===== config.mk =====
export PLATFORM = sky130hd
export DESIGN_NAME = spi_irq_ctrl
export DESIGN_NICKNAME = d
export VERILOG_FILES = /design/src/rtl/spi_irq_ctrl.sv
export SDC_FILE = /design/constraint.sdc
export NUM_CORES = 1
export LEC_CHECK = 0
export BUFFER_PORTS_ARGS = -buffer_cell sky130_fd_sc_hd__buf_2
export CELL_PAD_IN_SITES_DETAIL_PLACEMENT = 1
export CELL_PAD_IN_SITES_GLOBAL_PLACEMENT = 1
export CORE_AREA = 4 4 75 84
export CTS_BUF_LIST = sky130_fd_sc_hd__clkbuf_4 sky130_fd_sc_hd__clkbuf_8
export CTS_CLUSTER_SIZE = 14
export DETAILED_ROUTE_END_ITERATION = 10
export DIE_AREA = 0 0 79 88
export PLACE_DENSITY = 0.83
export RECOVER_POWER = 100
export SYNTH_ARGS = -nofsm -noshare
export SYNTH_HDL_FRONTEND = slang
export SYNTH_SLANG_ARGS = --single-unit

===== constraint.sdc =====
create_clock -name clk -period 1.9 [get_ports clk]
set_input_delay 0.38 -clock clk [delete_from_list [all_inputs] [get_ports clk]]
set_output_delay 0.38 -clock clk [all_outputs]
set_load 0.05 [all_outputs]

===== src/rtl/spi_irq_ctrl.sv =====
module spi_irq_ctrl #(
  parameter int AW    = 8,
  parameter int LVL_W = 6,
  parameter int NEV   = 4
) (
  input  logic             clk,
  input  logic             rst_n,
  input  logic [AW-1:0]    reg_addr,
  input  logic             reg_we,
  input  logic [31:0]      reg_wdata,
  output logic [31:0]      reg_rdata,
  input  logic [LVL_W-1:0] tx_level,
  input  logic [LVL_W-1:0] rx_level,
  input  logic [NEV-1:0]   evt,
  output logic             irq
);
  localparam int NB = 7;
  localparam logic [AW-1:0] A_STAT = AW'('h04);
  localparam logic [AW-1:0] A_ENA  = AW'('h08);
  localparam logic [AW-1:0] A_DIS  = AW'('h0C);
  localparam logic [AW-1:0] A_MASK = AW'('h10);
  localparam logic [AW-1:0] A_TXT  = AW'('h28);
  localparam logic [AW-1:0] A_RXT  = AW'('h2C);

  logic [NB-1:0]    stat_q, mask_q, set_v, clr_v;
  logic [LVL_W-1:0] txthr_q, rxthr_q;

  wire wr_stat = reg_we && reg_addr == A_STAT;
  wire wr_ena  = reg_we && reg_addr == A_ENA;
  wire wr_dis  = reg_we && reg_addr == A_DIS;

  always_comb begin
    set_v    = '0;
    set_v[0] = evt[0];
    set_v[1] = evt[1];
    set_v[2] = tx_level < txthr_q;
    set_v[3] = rx_level >= rxthr_q;
    set_v[4] = rx_level != '0;
    set_v[5] = evt[2];
    set_v[6] = evt[3];
  end

  assign clr_v = wr_stat ? reg_wdata[NB-1:0] : '0;

  always_ff @(posedge clk or negedge rst_n) begin
    if (!rst_n) begin
      stat_q  <= '0;
      mask_q  <= '0;
      txthr_q <= LVL_W'(1);
      rxthr_q <= LVL_W'(1);
    end else begin
      stat_q <= (stat_q | set_v) & ~clr_v;
      if (wr_ena) mask_q <= mask_q | reg_wdata[NB-1:0];
      else if (wr_dis) mask_q <= mask_q & ~reg_wdata[NB-1:0];
      if (reg_we && reg_addr == A_TXT) txthr_q <= reg_wdata[LVL_W-1:0];
      if (reg_we && reg_addr == A_RXT) rxthr_q <= reg_wdata[LVL_W-1:0];
    end
  end

  always_comb begin
    reg_rdata = '0;
    case (reg_addr)
      A_STAT:  reg_rdata[NB-1:0]    = stat_q;
      A_MASK:  reg_rdata[NB-1:0]    = mask_q;
      A_TXT:   reg_rdata[LVL_W-1:0] = txthr_q;
      A_RXT:   reg_rdata[LVL_W-1:0] = rxthr_q;
      default: reg_rdata = '0;
    endcase
  end

  assign irq = |(stat_q & mask_q);
endmodule


======== Word-level counts from Yosys, hierarchy flattened ========
Index checks and enable logic that the tools add are counted.
word-level totals
  bits in registers ....................... 26
  input bits .............................. 59
  output and inout bits ................... 33
  logic and storage cells ................. 32
cells by class
  $lt $le $gt $ge ......................... 2
  equal/unequal tests ..................... 6
  muxes and demuxes ....................... 5
  bitwise operators ....................... 7
  reduce and logical (&&, ||, !) cells .... 8
operator list
  operator                                       count
  one-hot mux 6 bit (4 select lines)             1
  bitwise AND 7 bit                              3
  two-way mux 7 bit                              3
  == test 8 x 4 -> 1 bit, second input constant  2
  == test 8 x 6 -> 1 bit, second input constant  2
  NOT 7 bit                                      2
  bitwise OR 7 bit                               2
  == test 8 x 3 -> 1 bit, second input constant  1
  == test 8 x 5 -> 1 bit, second input constant  1
  OR reduction 7 bit                             1
  >= comparator 6 bit                            1
  < comparator 6 bit                             1
  nonzero test 6 bit                             1
  logical AND 1 bit                              5
  one-hot mux 1 bit (2 select lines)             1
  nonzero test 2 bit                             1

======== Logic depth before layout (Yosys ltp) ========
  depth in word-level cells ............... 5
  mapped depth ............................ 6
  mapped depth without buffers ............ 6

======== Worst setup path after synthesis ========
OpenSTA, ideal clock, no wires.
  path type ............................... input-to-output
  from .................................... input reg_addr[1]
  to ...................................... output reg_rdata[6]
  arrival time ............................ 2.562 ns
  data required time ...................... 1.520 ns
  setup slack ............................. -1.042 ns
  cell stages on the path ................. 3
  buffers on the path ..................... 1
  path through ............................ or4_1 > clkbuf_1 > nor4_1
on the way
  longest elaborated chain between the ends .. 2
  elaborated cells between the ends (all ways) .. 3
  those cells by class .................... eq/ne (2); mux (1)
ends and longest elaborated chain
  what                                                                     RTL line  RTL
  start, declared                                                          8         input logic [AW-1:0] reg_addr,
  == test 8 x 5 -> 1 bit / == test 8 x 3 -> 1 bit (equally long branches)  62        case (reg_addr)
  one-hot mux 1 bit (2 select lines) (*)                                   62
  end, declared                                                            11        output logic [31:0] reg_rdata,
Every way passes the cells marked *; elsewhere a longest branch is shown, timed or not.

======== Worst setup path after layout ========
  from .................................... input reg_addr[6]
  to ...................................... output reg_rdata[0]
on the way
  longest elaborated chain between the ends .. 2
  elaborated cells between the ends (all ways) .. 5
  those cells by class .................... eq/ne (4); mux (1)
ends and longest elaborated chain
  what                                                  RTL line
  == test 8 x 6 -> 1 bit, or another cell as far along  62
  one-hot mux 6 bit (4 select lines) (*)                62
Marks and branches as above.

==> impl_metrics.py <==
metrics = {
    "run_status": {
        "status": "finished, violations left",
        "violations": "setup timing",
    },
    "sta": {
        "finClkSkew_ns": 0.00773,
        "setup_slack_ns": -0.00228,
        "rsz0062_at_grt": "true",
        "maxSlewHeadroom": 0.0522,
        "clock.fmax_mhz": 526,
        "tightest_slew_ns": 1.42,
        "hold_viol": 0,
        "layout_min_cycle_time_ns": 1.90,
        "setup_violations": 2,
        "fin_crit_sh": 1.00,
        "slew_violations": 0,
    },
    "worst_setup_path": {
        "path_class": "primary input to output pin",
        "worst-r2r-cell-count": 6,
        "r2r_end": "stat_q[2]$_DFF_PN0_",
        "worstSetupStartpoint": "reg_addr[6]",
        "cp_data_required_time_ns": 1.52,
        "start_kind": "primary input",
        "r2r_slack_ns": 0.49,
        "cp_max_fo": 6,
        "cp-end-kind": "output pin",
        "arrival_ns": 1.52,
        "r2r_start": "txthr_q[4]$_DFFE_PN0P_",
        "critPathCapture": "reg_rdata[0]",
    },
    "placed_design": {
        "gp_congestion": 0.880,
        "placed_area_um2": 2050,
        "io_buffers": 41,
        "dpl.cell_count": 301,
        "dp_hpwl_um": 3780,
    },
    "synthesis": {
        "ys_types": 32,
        "synth-compound-area-share": 0.141,
        "ys_ff_latch": 26,
        "synth_top_family_by_area": "buffers and inverters",
        "syn_area_per_cell_um2": 9.52,
        "dominantRegCellSynth": "dfrtp_1",
        "ys_warn_count": 0,
        "synth_edf_count": 0,
        "syn_area_um2": 1760,
        "synth-simple-area-share": 0.128,
        "yosys.area_share.adder": 0.0781,
        "synth.area.mux_share": 0.116,
        "synth-seq-area-share": 0.371,
        "netlist_instances": 185,
        "synth_xor_area_frac": 0,
        "async_flop_share": 1.00,
    },
    "finish": {
        "area_delta_synth_final_pct": 25.1,
        "layoutNonFillerInstCount": 305,
        "drive_gt1_frac": 0.348,
        "finalInstanceArea_um2": 2200,
        "antennaDiodeCount": 0,
        "final_common_cell": "buf_2",
        "nNetsFinal": 301,
        "layout_common_cells": "buf_2, conb_1, dfrtp_1",
    },
    "global_routing": {
        "use_met3": 0.0237,
        "antenna_found_initial": 0,
        "grt_use_met1": 0.163,
        "busiest_layer": "met2",
        "first_global_vias": 1547,
        "grt.overflow.total": 0,
        "grt_pass1_wl_um": 7410,
        "grt_start_max_net_pins": 27,
        "grt.total_usage": 0.136,
        "use_met2": 0.245,
    },
    "pwr": {
        "ir_drop_v": 0.000483,
        "p_seq_frac": 0.433,
        "p_comb_frac": 0.219,
        "p_sw_mw": 0.422,
        "power_density_nw_per_um2": 622,
        "intPower_mw": 0.949,
        "netSwitchingFraction": 0.308,
        "finalPower_mw": 1.37,
        "clkPwrFrac": 0.349,
        "leakage_nw": 1.05,
    },
    "drt": {
        "routed_wl_um": 4680,
        "dr.first_iter.drc_count": 42,
        "first_pass_iters": 4,
        "ant_nets": 0,
        "drc": 0,
        "wl_per_cell_um": 15.4,
        "viasPerCell": 4.74,
        "vias": 1447,
    },
    "clock_tree": {
        "ctsRootBufferMaster": "clkbuf_8",
        "cts_buffers": 3,
        "clkLatencyLatePin_ns": 0.28,
        "cts_tree": "yes",
        "cts_max_level": 1,
        "path_clk_slew_ns": 0.09,
        "postCtsHoldBufs": 0,
        "numClockSinks": 26,
        "cts_buffer_depth": 2,
    },
    "flow_run": {
        "maxCapViolCount": 0,
    },
    "floorplanning": {
        "fp.dieW_um": 79,
        "io_pins": 92,
        "rows": 28,
        "die_y_um": 88,
        "start_util": 0.327,
        "die_area_um2": 6950,
        "coreArea_um2": 5400,
    },
    "hold_path": {
        "hp-class": "primary input to flop",
    },
}
[per-layer routing]
layer	vias up	wire (um)
li1	689	-
met1	703	1940
met2	47	2390
met3	8	261
met4	0	87
met5	-	0
[per-stage QoR]
step	hold slack (ns)	setup slack, ns	utilization	TNS (ns)
3_5_place_dp	0.422	-0.146	0.380	-0.835
6_report	0.276	-0.00228	0.409	-0.00266
4_1_cts	0.106	-0.00410	0.410	-0.00605
3_3_place_gp	0.406	-0.128	0.380	-0.706
5_1_grt	0.285	-0.0319	0.409	-0.164
2_1_floorplan	0.0844	-0.213	-	-0.402
[critical path: stages]
cell	delay (ns)
buf_6	0.09
or4_4	0.57
buf_12	0.17
a21oi_4	0.13
buf_6	0.17
[kinds of logic after synthesis]
logic type / count (synthesis)
fa+ha+maj: 11
buf+inv: 51
flops: 26
compound gates: 37
other cells: 1
mux: 19
simple gates: 40
[worst min-delay path by stage]
| stage | to | start | cells after the start | slack [ns] |
|---|---|---|---|---|
| after floorplan | asynchronous set/reset pin | rst_n | 0 | 0.08 |
| after CTS | stat_q[0]$_DFF_PN0_ | rst_n | 1 | 0.11 |
| after global routing | stat_q[6]$_DFF_PN0_ | reg_wdata[6] | 2 | 0.29 |
| final | stat_q[6]$_DFF_PN0_ | reg_wdata[6] | 2 | 0.28 |
| after global placement | stat_q[1]$_DFF_PN0_ | rst_n | 1 | 0.41 |
| after detailed placement | stat_q[6]$_DFF_PN0_ | rst_n | 1 | 0.42 |
[cell usage after synthesis (2+ instances only)]
library cell | n | area share
a211oi_1 | 2 | 0.0085
a21o_1 | 2 | 0.0085
a21oi_1 | 15 | 0.043
a22o_1 | 6 | 0.030
a22oi_1 | 10 | 0.043
buf_2 | 3 | 0.0085
buf_4 | 25 | 0.11
clkbuf_1 | 5 | 0.011
dfrtp_1 | 24 | 0.34
dfstp_2 | 2 | 0.030
ha_1 | 11 | 0.078
inv_1 | 18 | 0.038
mux2_2 | 12 | 0.077
mux2i_1 | 7 | 0.040
nand2_1 | 14 | 0.030
nand3_1 | 4 | 0.011
nor2_1 | 6 | 0.013
nor2b_1 | 3 | 0.011
nor4_1 | 2 | 0.0071
or4_1 | 2 | 0.0085
[timing repair]
item | in CTS | in global routing
gates resized for setup | 23 | 4
pin swaps | 2 | 7
endpoints found under the setup margin | 7 | 8
endpoints found under the hold margin | 0 | 0
setup buffers | 0 | 0
[cell type report]
cell class                 count  area [um^2]
fill                         659         3190
multi-input combinational    132          983
sequential                    26          653
timing repair buffer          50          335
tap                           75         93.8
inverter                      18         67.6
clock buffer                   3         41.3
clock inverter                 1         30.0
[power groups by stage]
stage	Sequential (mW)	Clock [mW]	Combinational (mW)
3_3_place_gp	0.601	0	0.285
2_1_floorplan	0.596	0	0.240
3_5_place_dp	0.603	0	0.295
5_1_grt	0.596	0.501	0.325
6_report	0.593	0.478	0.300
4_1_cts	0.593	0.483	0.305
Note: power is estimated with default switching activity, not from simulation.
